### src/rtl/pllcfg_pkg.sv
package pllcfg_pkg;
  localparam int MODE_W = 3;
  localparam int PDIV_W = 4;
  localparam int MFD_W  = 8;
  localparam int DEP_W  = 2;

  typedef logic [MODE_W-1:0] mode_t;
  typedef logic [PDIV_W-1:0] pdiv_t;
  typedef logic [MFD_W-1:0]  mfd_t;
  typedef logic [DEP_W-1:0]  dep_t;

  typedef struct packed {
    mode_t mode;
    pdiv_t pdiv;
    mfd_t  mfd;
    logic  men;
    dep_t  dep;
  } cfg_t;

  localparam mode_t MODE_BAD = 3'b101;
  localparam cfg_t  CFG_RST  = '{mode: 3'b100, pdiv: 4'd1, mfd: 8'd64, men: 1'b0, dep: 2'd0};

  // bypass: the loop output is not used, so the input divider is irrelevant
  function automatic logic in_bypass(mode_t m);
    return !m[2];
  endfunction

  // off: the loop itself is stopped, so the feedback divider is irrelevant
  function automatic logic in_off(mode_t m);
    return (m[2:1] == 2'b00);
  endfunction

  function automatic logic [31:0] to_word(cfg_t c);
    return {2'b00, c.dep, 3'b000, c.men, c.mfd, 4'b0000, c.pdiv, 4'b0000, c.mode, 1'b1};
  endfunction
endpackage

### src/rtl/pllcfg_regfile.sv
module pllcfg_regfile
  import pllcfg_pkg::*;
#(
  parameter int ADDR_W   = 4,
  parameter int REG_ADDR = 8,
  parameter int MFD_MIN  = 32,
  parameter int MFD_MAX  = 132
) (
  input  logic              clk,
  input  logic              rst_n,
  input  logic              wr_en,
  input  logic [ADDR_W-1:0] addr,
  input  logic [31:0]       wdata,
  input  logic              cal_busy,
  input  logic              hold,
  output cfg_t              cfg,
  output logic              relock,
  output logic              cal_abort,
  output logic              cfg_invalid
);
  localparam logic [ADDR_W-1:0] ADDR_HIT = REG_ADDR[ADDR_W-1:0];
  localparam mfd_t              MFD_LO   = MFD_MIN[MFD_W-1:0];
  localparam mfd_t              MFD_HI   = MFD_MAX[MFD_W-1:0];

  cfg_t incoming;
  logic accept, pdiv_chg, mfd_chg, bad_cfg, abort_now;
  logic unused_wbits;

  assign incoming.mode = wdata[3:1];
  assign incoming.pdiv = wdata[11:8];
  assign incoming.mfd  = wdata[23:16];
  assign incoming.men  = wdata[24];
  assign incoming.dep  = wdata[29:28];
  assign unused_wbits  = ^{wdata[31:30], wdata[27:25], wdata[15:12], wdata[7:4], wdata[0]};

  // a pending reset request freezes the register for its cycle
  assign accept    = wr_en && (addr == ADDR_HIT) && !hold;
  assign pdiv_chg  = (incoming.pdiv != cfg.pdiv) && !in_bypass(cfg.mode);
  assign mfd_chg   = (incoming.mfd != cfg.mfd) && !in_off(cfg.mode);
  assign relock    = accept && (pdiv_chg || mfd_chg);
  assign abort_now = relock && cal_busy;
  assign bad_cfg   = (incoming.mode == MODE_BAD) || (incoming.mfd < MFD_LO) ||
                     (incoming.mfd > MFD_HI);

  always_ff @(posedge clk or negedge rst_n) begin
    if (!rst_n) begin
      cfg         <= CFG_RST;
      cal_abort   <= 1'b0;
      cfg_invalid <= 1'b0;
    end else begin
      cal_abort <= abort_now;
      if (accept) begin
        cfg.mode <= incoming.mode;
        cfg.pdiv <= incoming.pdiv;
        cfg.mfd  <= incoming.mfd;
        cfg.men  <= relock ? 1'b0 : incoming.men;
        cfg.dep  <= abort_now ? '0 : incoming.dep;
        if (bad_cfg) cfg_invalid <= 1'b1;
      end
    end
  end

  AST_ABORT_SINGLE: assert property (@(posedge clk) disable iff (!rst_n)
    cal_abort |=> !cal_abort);
  AST_ABORT_DEPTH: assert property (@(posedge clk) disable iff (!rst_n)
    cal_abort |-> (cfg.dep == '0));
  AST_INVALID_STICKY: assert property (@(posedge clk) disable iff (!rst_n)
    cfg_invalid |=> cfg_invalid);
  AST_HOLD_FREEZE: assert property (@(posedge clk) disable iff (!rst_n)
    (hold && wr_en) |=> $stable(cfg));
  AST_MEN_NO_SELF_SET: assert property (@(posedge clk) disable iff (!rst_n)
    (!cfg.men && !accept) |=> !cfg.men);
endmodule

### src/rtl/pllcfg_lock.sv
module pllcfg_lock #(
  parameter int RELOCK_CYC = 64
) (
  input  logic clk,
  input  logic rst_n,
  input  logic relock,
  input  logic lol_en,
  output logic locked,
  output logic rst_req
);
  localparam int              CNT_W    = (RELOCK_CYC > 2) ? $clog2(RELOCK_CYC) : 1;
  localparam logic [CNT_W-1:0] CNT_LOAD = CNT_W'(RELOCK_CYC - 1);

  logic [CNT_W-1:0] cnt;

  always_ff @(posedge clk or negedge rst_n) begin
    if (!rst_n) begin
      cnt     <= CNT_LOAD;
      locked  <= 1'b0;
      rst_req <= 1'b0;
    end else begin
      rst_req <= relock && lol_en;
      if (relock) begin
        cnt    <= CNT_LOAD;
        locked <= 1'b0;
      end else if (!locked) begin
        if (cnt == '0) locked <= 1'b1;
        else           cnt    <= cnt - 1'b1;
      end
    end
  end

  AST_RSTREQ_UNLOCKED: assert property (@(posedge clk) disable iff (!rst_n)
    rst_req |-> !locked);
  AST_RSTREQ_PULSE: assert property (@(posedge clk) disable iff (!rst_n)
    rst_req |=> !rst_req);
endmodule

### src/rtl/pllcfg_ctrl.sv
module pllcfg_ctrl
  import pllcfg_pkg::*;
#(
  parameter int ADDR_W     = 4,
  parameter int REG_ADDR   = 8,
  parameter int MFD_MIN    = 32,
  parameter int MFD_MAX    = 132,
  parameter int RELOCK_CYC = 64
) (
  input  logic              clk,
  input  logic              rst_n,
  input  logic              wr_en,
  input  logic              rd_en,
  input  logic [ADDR_W-1:0] addr,
  input  logic [31:0]       wdata,
  output logic [31:0]       rdata,
  input  logic              lol_rst_en,
  input  logic              cal_busy,
  output logic [2:0]        clk_mode,
  output logic [3:0]        prediv,
  output logic [7:0]        mfd,
  output logic              locked,
  output logic              cal_abort,
  output logic              mod_en,
  output logic [1:0]        mod_depth,
  output logic              rst_req,
  output logic              cfg_invalid
);
  localparam logic [ADDR_W-1:0] ADDR_HIT = REG_ADDR[ADDR_W-1:0];

  cfg_t cfg;
  logic relock;

  pllcfg_regfile #(
    .ADDR_W(ADDR_W), .REG_ADDR(REG_ADDR), .MFD_MIN(MFD_MIN), .MFD_MAX(MFD_MAX)
  ) u_regs (
    .clk(clk), .rst_n(rst_n), .wr_en(wr_en), .addr(addr), .wdata(wdata),
    .cal_busy(cal_busy), .hold(rst_req), .cfg(cfg), .relock(relock),
    .cal_abort(cal_abort), .cfg_invalid(cfg_invalid)
  );

  pllcfg_lock #(.RELOCK_CYC(RELOCK_CYC)) u_lock (
    .clk(clk), .rst_n(rst_n), .relock(relock), .lol_en(lol_rst_en),
    .locked(locked), .rst_req(rst_req)
  );

  assign rdata     = (rd_en && (addr == ADDR_HIT)) ? to_word(cfg) : '0;
  assign clk_mode  = cfg.mode;
  assign prediv    = cfg.pdiv;
  assign mfd       = cfg.mfd;
  assign mod_en    = cfg.men;
  assign mod_depth = cfg.dep;

  AST_CHANGE_UNLOCKS: assert property (@(posedge clk) disable iff (!rst_n)
    relock |=> !locked);
  AST_RSTREQ_NEEDS_EN: assert property (@(posedge clk) disable iff (!rst_n)
    (relock && !lol_rst_en) |=> !rst_req);
  AST_ABORT_HAS_CAUSE: assert property (@(posedge clk) disable iff (!rst_n)
    cal_abort |-> !locked);
endmodule

### config.mk
export PLATFORM = sky130hd
export DESIGN_NAME = pllcfg_ctrl
export DESIGN_NICKNAME = d
export VERILOG_FILES = /design/src/rtl/pllcfg_pkg.sv /design/src/rtl/pllcfg_regfile.sv /design/src/rtl/pllcfg_lock.sv /design/src/rtl/pllcfg_ctrl.sv
export SDC_FILE = /design/constraint.sdc
export NUM_CORES = 1
export LEC_CHECK = 0
export ABC_CLOCK_PERIOD_IN_PS = 3500
export CORE_UTILIZATION = 30
export CTS_BUF_LIST = sky130_fd_sc_hd__clkbuf_8
export CTS_CLUSTER_SIZE = 24
export DETAILED_ROUTE_END_ITERATION = 6
export PLACE_DENSITY = 0.67
export RECOVER_POWER = 50
export SYNTH_ARGS = -nofsm -noshare
export SYNTH_HDL_FRONTEND = slang
export SYNTH_HIERARCHICAL = 1
export SYNTH_SLANG_ARGS = --single-unit
### constraint.sdc
create_clock -name clk -period 3.5 [get_ports clk]
set_input_delay 0.525 -clock clk [delete_from_list [all_inputs] [get_ports clk]]
set_output_delay 0.525 -clock clk [all_outputs]
set_load 0.01 [all_outputs]
# Word level (Yosys, flattened, before mapping)
# Cells that the tools add are included.
dict set report totals {
  ff_bits 28
  input_bits 42
  output_inout_bits 54
}
dict set report op_classes {
  n_addsub 1
  order_cmp 2
  eq_ne 6
  mux 9
  reduce_logical 17
}
# operator n
set ops {}
lappend ops {{$mux 30} 1}
lappend ops {{$mux 6} 3}
lappend ops {{$gt 8x8->1 const B} 1}
lappend ops {{$logic_and 1x1->1} 8}
lappend ops {{$lt 8x6->1 const B} 1}
lappend ops {{$ne 8x8->1} 1}
lappend ops {{$logic_not 6->1} 1}
lappend ops {{$sub 6x1->6 const B} 1}
lappend ops {{$eq 4x4->1 const B} 1}
lappend ops {{$mux 1} 4}
lappend ops {{$ne 2x1->1 const B} 2}
lappend ops {{$ne 4x4->1} 1}
lappend ops {{$reduce_and 2->1} 2}
lappend ops {{$eq 3x3->1 const B} 1}
lappend ops {{$logic_or 1x1->1} 3}
lappend ops {{$logic_not 1->1} 2}
lappend ops {{$logic_not 2->1} 1}
lappend ops {{$mux 2} 1}

# Longest topological paths before layout
# Gate-level depths: netlist of the first run.
dict set report depth {
  ltp_word 7
  ltp_mapped 7
  mapped_depth_nobuf 7
}

# Modules after synthesis
# The synthesis of the first run kept the hierarchy.
# module n_inst cells_per_inst area_each_um2
set by_module_without_submodules {}
lappend by_module_without_submodules {pllcfg_regfile 1 109 1014.7}
lappend by_module_without_submodules {pllcfg_lock 1 45 455.4}
lappend by_module_without_submodules {pllcfg_ctrl 1 60 384.1}

# Worst setup path before layout of the first run
# No wires, ideal clock.
dict set report synth_timing {
  path_kind {input to register}
  from {input port addr[1]}
  to {register u_lock.cnt[1]}
  setup_ns 0.122
  arrival_time_ns 1.974
  required_ns 3.378
  slack_ns 1.405
  cell_stages 7
  n_path_buf 2
  path_cell_list {nor4b_2 nand3b_1 clkbuf_1 a21oi_1 clkbuf_1 nor4_1 a2111oi_0}
}
dict set report synth_via {
  elab_chain_len 6
  elab_cells_between_ends 8
}
# item line
set synth_lines {}
lappend synth_lines {{start, declared} pllcfg_ctrl.sv:14} ;# input logic [ADDR_W-1:0] addr,
lappend synth_lines {{$eq 4x4->1 *} pllcfg_regfile.sv:37} ;# assign accept = wr_en && (addr == ADDR_HIT) && !hold;
lappend synth_lines {{$logic_and 1x1->1 * (2 in a row)} pllcfg_regfile.sv:37}
lappend synth_lines {{$logic_and 1x1->1 *} pllcfg_regfile.sv:40} ;# assign relock = accept && (pdiv_chg || mfd_chg);
lappend synth_lines {{via relock} pllcfg_ctrl.sv:32} ;# logic relock;
lappend synth_lines {{$ne 2x1->1 (no line)} n/a}
lappend synth_lines {{$reduce_and 2->1 (no line)} n/a}
lappend synth_lines {{end signal, assigned} pllcfg_lock.sv:28} ;# else cnt <= cnt - 1'b1;
lappend synth_lines {{end, declared} pllcfg_lock.sv:14} ;# logic [CNT_W-1:0] cnt;
# Mark *: on every way through the listed nets, which the timed path passes. The rest lies on a longest branch.
# A chain may end at the register's enable or synchronous reset.

# Worst setup path after layout of the first run
dict set report layout_timing {
  from {input port addr[1]}
  to {output port rdata[23]}
}
dict set report layout_via {
  elab_chain_len 3
}
# item line
set layout_lines {}
lappend layout_lines {{$eq 4x4->1} pllcfg_ctrl.sv:47} ;# assign rdata = (rd_en && (addr == ADDR_HIT)) ? to_word(cfg) : '0;
lappend layout_lines {{$logic_and 1x1->1} pllcfg_ctrl.sv:47}
lappend layout_lines {{$mux 30} pllcfg_ctrl.sv:47}
lappend layout_lines {{end, declared} pllcfg_ctrl.sv:16} ;# output logic [31:0] rdata,
# No other way between the ends.

==> results of run 1 <==
## flip-flops by register name (all words and copies together) (netlist names)
name	count
u_regs/cfg	18
u_regs/cal_abort	1
u_lock/locked	1
u_lock/cnt	6
u_lock/rst_req	1
u_regs/cfg_invalid	1
## cell families (layout without fill, tap and decap cells)
| logic type | after synthesis | count (layout) | synth area share [%] |
|---|---|---|---|
| mux | 2 | 2 | 1.08 |
| compound gates | 21 | 21 | 8.64 |
| xor+xnor | 12 | 12 | 5.67 |
| other cells | 1 | 13 | 0.202 |
| flops | 28 | 28 | 38.4 |
| fa+ha+maj | 2 | 2 | 1.35 |
| simple gates | 117 | 117 | 33.1 |
| buf+inv | 31 | 82 | 11.6 |
## worst max-delay path, cell delays in order
cell and delay [ps]:
dlygate4sd3_1 550, or2_1 530, nor3_1 350, clkdlybuf4s50_1 590
## layer usage
layer | up-vias | track usage [%]
met2 | 55 | 25.2
met5 | - | 0
met4 | 0 | 1.61
met1 | 758 | 17.2
li1 | 822 | -
met3 | 2 | 3.41
## power breakdown
| group | internal, mW | switching, mW |
|---|---|---|
| Sequential | 0.447 | 0.108 |
| Clock | 0.153 | 0.102 |
| Combinational | 0.238 | 0.222 |
## cell usage in the layout (no fill, tap or decap), types with 3 or more instances in the layout
cell             Yosys  routed
nand2_1             63      63
dlygate4sd3_1        0      19
xnor2_1              8       8
nor3_2              10      10
conb_1               1      13
nor2_1               4       4
nor2b_1              3       3
xor2_1               4       4
dfrtp_1             19      19
nand3_1              4       4
nor3_1              10      10
nor4b_1              2       3
inv_1                6       6
nor4_1               5       5
a21oi_1              4       4
clkbuf_8             0       3
dfstp_2              9       9
clkdlybuf4s50_1      0      49
o21ai_1              3       3
## how the worst min path moves through the flow
| stage | from | cells after the start | endpoint |
|---|---|---|---|
| CTS | u_regs/cfg[11]$_DFFE_PN1P_ | 2 | u_regs/cfg[11]$_DFFE_PN1P_ |
| finish | u_regs/cfg_invalid$_DFFE_PN0P_ | 1 | u_regs/cfg_invalid$_DFFE_PN0P_ |
| floorplan | rst_n | 0 | u_lock/locked$_DFF_PN0_ |
| detailed placement | u_regs/cfg_invalid$_DFFE_PN0P_ | 1 | u_regs/cfg_invalid$_DFFE_PN0P_ |
| global route | u_regs/cfg[9]$_DFFE_PN1P_ | 2 | u_regs/cfg[9]$_DFFE_PN1P_ |
| global placement | u_regs/cfg_invalid$_DFFE_PN0P_ | 1 | u_regs/cfg_invalid$_DFFE_PN0P_ |
## through the flow
| stage | hold WS, ps | instances | util, % |
|---|---|---|---|
| finish | 491 | 352 | 43.1 |
| global route | 513 | 352 | 43.1 |
| CTS | 497 | 352 | 43.4 |
| detailed placement | 464 | 348 | 42.2 |
| global placement | 462 | 348 | 42.2 |
| floorplan | 229 | 226 | - |
## layout make-up
| cell class | count | area (µm²) |
|---|---|---|
| flip-flops and latches | 28 | 712 |
| clock buffers | 3 | 41.3 |
| multi-input cells | 167 | 966 |
| repair buffers | 72 | 703 |
| clock inverters | 1 | 30.0 |
| inverters | 6 | 22.5 |
| fillers | 582 | 3390 |
| well taps | 75 | 93.8 |
==> out/results.ini, run 1 <==
[cts]
cts.sinks=28
root_buffer=clkbuf_8
numCtsBuffers=3
ctsHtreeMaxLevel=1
clkLatencyLatePin_ps=270
post_cts_buffers=0
cts_hold_buf=0
cts_max_path_buffers=2
clkTransAtPathRegs_ps=100
cts_resized=0
cts_tree=built

[placement]
port_buffers=68
dpl.hpwl_mm=3.39
dpl_cell_area_um2=2510
gp_congestion=0.776
dp_slack_ps=557

[power_and_ir_drop]
ir_worst_vdd_v=0.000313
p_total_mw=1.27
p_leak_nw=1.06
p_per_area_nw_per_um2=495

[sta]
period_share_pct=88.1
final_hold_viol_count=0
setup_tns_ps=0
fin_ws_ps=418
rsz0062_at_grt=false
drv_slew=29
fin_skew_ps=5.68
worstMarginPinSlew_ps=1570
fmax_mhz=324
slew-limit-headroom_pct=-4.67
setup_viol=0
period_needed_ps=3080

[drt]
via_count=1637
drc=0
vias_per_cell=4.65
highest_layer=met4
dr.first_iter.drc_count=79
wl_met1_mm=1.98
routed_wl_mm=4.49
wl_met2_mm=2.16
dr.pass1.iters=4
wire_per_inst_um=12.8
met3WireLength_um=335
postRouteAntennaNets=0

[run_status]
violations=capacitance limit, slew limit
outcome=complete, but fails checks

[synth]
seq_area_frac_synth_pct=38.4
synthTopCellsByCount=nand2_1 (63), dfrtp_1 (19), buf_4 (15)
synth.most_common_cell=nand2_1
synthesis.area_um2=1850
synthCells=214
ys_async_sr_fraction_pct=100
synth_top_area_share_pct=25.6
synthDistinctLibCells=45
synth-edff-count=0
avgSynthCellArea_um2=8.66
ys.flop_type=dfrtp_1
yosysWarnings=6
synth_top_cells_by_area=dfrtp_1 (26%), dfstp_2 (13%), nand2_1 (13%)
synth_seq_cells=28
yosys.area.top_type=dfrtp_1

[global_route]
antenna_found_initial=0
grt_pass1_vias=1467
grt_util_all_layers_pct=14.0
grt.overflow.total=0
grt_max_degree=29
grt_pass1_wl_mm=7.04

[cells_and_area]
num_antenna_cells=0
layout-drive-gt1-share_pct=10.1
finalInstanceArea_um2=2570
final_nets=322
area_delta_synth_final_pct=38.5

[job]
cap_violations=1

[setup_path]
crit_path_end_kind=primary output
rrSetupSlack_ps=1200
startpoint=addr[1]
cp.arrival_ps=2560
worstPathMaxFanout=19
rr_endpoint=u_lock/cnt[1]$_DFFE_PN1P_
r2r-start=u_lock/rst_req$_DFF_PN0_
critPathCapture=rdata[23]
cp-start-kind=input port
reg2regPathDepth=6
cp.required_ps=2970
worstSetupPathType=in -> out

[floorplan]
die_h_um=80.6
dieWidth_um=80.6
design.portCount=96
die_area_um2=6500
row_count=28
core_area_um2=5960
initial_core_util_pct=31.1

[min_path]
worstHoldPathType=reg -> reg

Note: power is estimated with default switching activity, not from simulation.
==> inputs of run 2 (changes only) <==
--- a/config.mk
+++ b/config.mk
@@ -10,6 +10,7 @@
 export CTS_BUF_LIST = sky130_fd_sc_hd__clkbuf_8
 export CTS_CLUSTER_SIZE = 24
 export DETAILED_ROUTE_END_ITERATION = 6
+export GPL_TIMING_DRIVEN = 0
 export PLACE_DENSITY = 0.67
 export RECOVER_POWER = 50
 export SYNTH_ARGS = -nofsm -noshare
==> run 2 against run 1 <==
  * Non-clock buffer count rose by 20
  * Die area did not move
  * Register-to-register slack got worse by 260 ps
  * Clock skew is 1.8 ps higher
  * The flow still finishes with violations (capacitance limit, slew limit)
  * Core utilization increased by 2.4 points
  * Sequential share of layout area decreased by 1.5 points
  * Highest routed layer unchanged
==> out/results.ini, run 2 (same netlist as run 1, synthesis figures left out) <==
[sta]
period_needed_ps=2960  ; -127 ps
fin_skew_ps=7.51  ; +1.83 ps
fin_ws_ps=544  ; +127 ps
final_hold_viol_count=0  ; unchanged
worstMarginPinSlew_ps=1580  ; +9.67 ps
period_share_pct=84.5  ; -3.6 points
rsz0062_at_grt=false
slew-limit-headroom_pct=-5.31  ; -0.64 points
setup_tns_ps=0  ; unchanged
fmax_mhz=338  ; +4.3%
setup_viol=0  ; unchanged
drv_slew=29  ; unchanged

[drt]
dr.pass1.iters=6  ; +2
via_count=1679  ; +2.6%
postRouteAntennaNets=0  ; unchanged
routed_wl_mm=4.72  ; +5.2%
wire_per_inst_um=12.7  ; -0.42%
dr.first_iter.drc_count=38  ; -52%
vias_per_cell=4.51  ; -2.9%
drc=0  ; unchanged

[cells_and_area]
layout_commonest_cell=nand2_1
area_delta_synth_final_pct=46.2
final_cell_mix=nand2_1 (63), clkdlybuf4s50_1 (62), dfrtp_1 (19), buf_4 (14), conb_1 (13)
stdcell_count=372  ; +5.7%
top_regs=u_regs/cfg (18), u_lock/cnt (6)
layout-drive-gt1-share_pct=15.5  ; +5.4 points
fin_util_pct=45.5  ; +2.4 points
num_antenna_cells=0  ; unchanged
max_flop_register=u_regs/cfg
largest_register_ffs=18  ; unchanged
n_fill_cell=608  ; +4.5%
final_nets=342  ; +6.2%

[min_path]
worstHoldPathType=reg -> reg

[cts]
cts_tree=built
cts_max_path_buffers=2  ; unchanged
ctsHtreeMaxLevel=1  ; unchanged
cts_hold_buf=0  ; unchanged
root_buffer=clkbuf_8
cts.sinks=28  ; unchanged
clkLatencyLatePin_ps=270  ; about the same
clkTransAtPathRegs_ps=100  ; about the same
cts_resized=0  ; unchanged
numCtsBuffers=3  ; unchanged
post_cts_buffers=0  ; unchanged

[placement]
port_buffers=67  ; -1.5%
gp_congestion=0.818  ; +5.4%
place_inst=368  ; +5.7%
dp_slack_ps=522  ; -34.9 ps
dpl.hpwl_mm=3.58  ; +5.6%

[setup_path]
cp.arrival_ps=3120  ; +560 ps
worstPathMaxFanout=10  ; -9
cp.required_ps=3670  ; +700 ps
worstSetupPathType=in -> reg
cp-start-kind=input port
crit_path_end_kind=flop

[run_status]
outcome=complete, but fails checks
violations=capacitance limit, slew limit

[power_and_ir_drop]
p_leak_nw=1.13  ; +6.7%
ir_worst_vdd_v=0.000321  ; +2.8%
switching_share_pct=34.0  ; about the same
clkPwrFrac_pct=19.5  ; -0.6 points
pwr-share-comb_pct=39.1  ; +2.9 points
p_per_area_nw_per_um2=488  ; -1.3%
net-switching-power_mw=0.450  ; +4.1%
p_int_mw=0.874  ; +4.2%
pwr-share-seq_pct=41.3  ; -2.4 points

[floorplan]
design.portCount=96  ; unchanged
die_area_um2=6500  ; unchanged
die_h_um=80.6  ; unchanged
row_count=28  ; unchanged
core_area_um2=5960  ; unchanged
initial_core_util_pct=31.1  ; unchanged
dieWidth_um=80.6  ; unchanged

[global_route]
grt_pass1_wl_mm=7.38  ; +4.8%
grt.overflow.total=0  ; unchanged
grt_util_all_layers_pct=14.6  ; +0.58 points
antenna_found_initial=0  ; unchanged
grt_pass1_vias=1523  ; +3.8%
grt_max_degree=29  ; unchanged

[job]
cap_violations=1  ; unchanged

run 2: cell count changes in the layout (fill, tap and decap cells not counted), sizes merged:
| cell | change |
|---|---|
| buf | +18 |
| dlygate4sd3 | -15 |
| clkdlybuf4s50 | +13 |
| clkbuf | +4 |
run 2: metrics by stage:
step | hold slack [ps] | instance area [µm²] | total power, mW
finish | 498 | 2710 | 1.32
global route | 515 | 2710 | 1.41
CTS | 502 | 2740 | 1.34
detailed placement | 465 | 2660 | 1.07
global placement | 462 | 2660 | 1.06
floorplan | 229 | 1900 | 0.848
run 2: power by group through the flow:
stage          clock network (mW)  registers (mW)  logic, mW
2_1_floorplan                   0           0.557      0.292
3_5_place_dp                    0           0.551      0.523
3_3_place_gp                    0           0.549      0.510
5_1_grt                     0.280           0.560      0.573
4_1_cts                     0.266           0.547      0.524
6_report                    0.258           0.547      0.518
run 2: final timing paths:
path | from | endpoint | slack [ps] | cells after the start
setup / recovery | addr[1] | u_lock/cnt[0]$_DFFE_PN1P_ | 540 | 8
hold / removal | u_regs/cfg[11]$_DFFE_PN1P_ | u_regs/cfg[11]$_DFFE_PN1P_ | 500 | 2
setup reg to reg | u_lock/rst_req$_DFF_PN0_ | u_lock/cnt[0]$_DFFE_PN1P_ | 940 | 7
hold reg to reg | u_regs/cfg[11]$_DFFE_PN1P_ | u_regs/cfg[11]$_DFFE_PN1P_ | 500 | 2
max in group asynchronous | rst_n | u_regs/cfg[13]$_DFFE_PN0P_ | 1960 | 1
min in group asynchronous | rst_n | u_lock/locked$_DFF_PN0_ | 620 | 1
run 2: metal layers:
| metal | vias up | global-route usage [%] | part of all wire, % |
|---|---|---|---|
| li1 | 864 | - | - |
| met1 | 750 | 17.9 | 44 |
| met2 | 59 | 25.3 | 47 |
| met3 | 6 | 3.07 | 7.0 |
| met4 | 0 | 4.46 | 1.6 |
| met5 | - | 0 | 0 |
run 2: final cells by class:
cell class | count | area, µm² | area share (%)
sequential | 28 | 712 | 26.3
buffer | 25 | 181 | 6.69
multi-input combinational | 167 | 966 | 35.6
timing repair buffer | 67 | 664 | 24.5
tap | 75 | 93.8 | 3.46
clock inverter | 1 | 30.0 | 1.11
clock buffer | 3 | 41.3 | 1.52
inverter | 6 | 22.5 | 0.831
run 2: critical path, stage by stage:
cell and delay [ps]:
dlygate4sd3_1 550, nor4b_1 400, nand3b_1 150, clkbuf_1 280
a21oi_1 330, clkbuf_1 380, nor4_1 130, nor4b_1 380
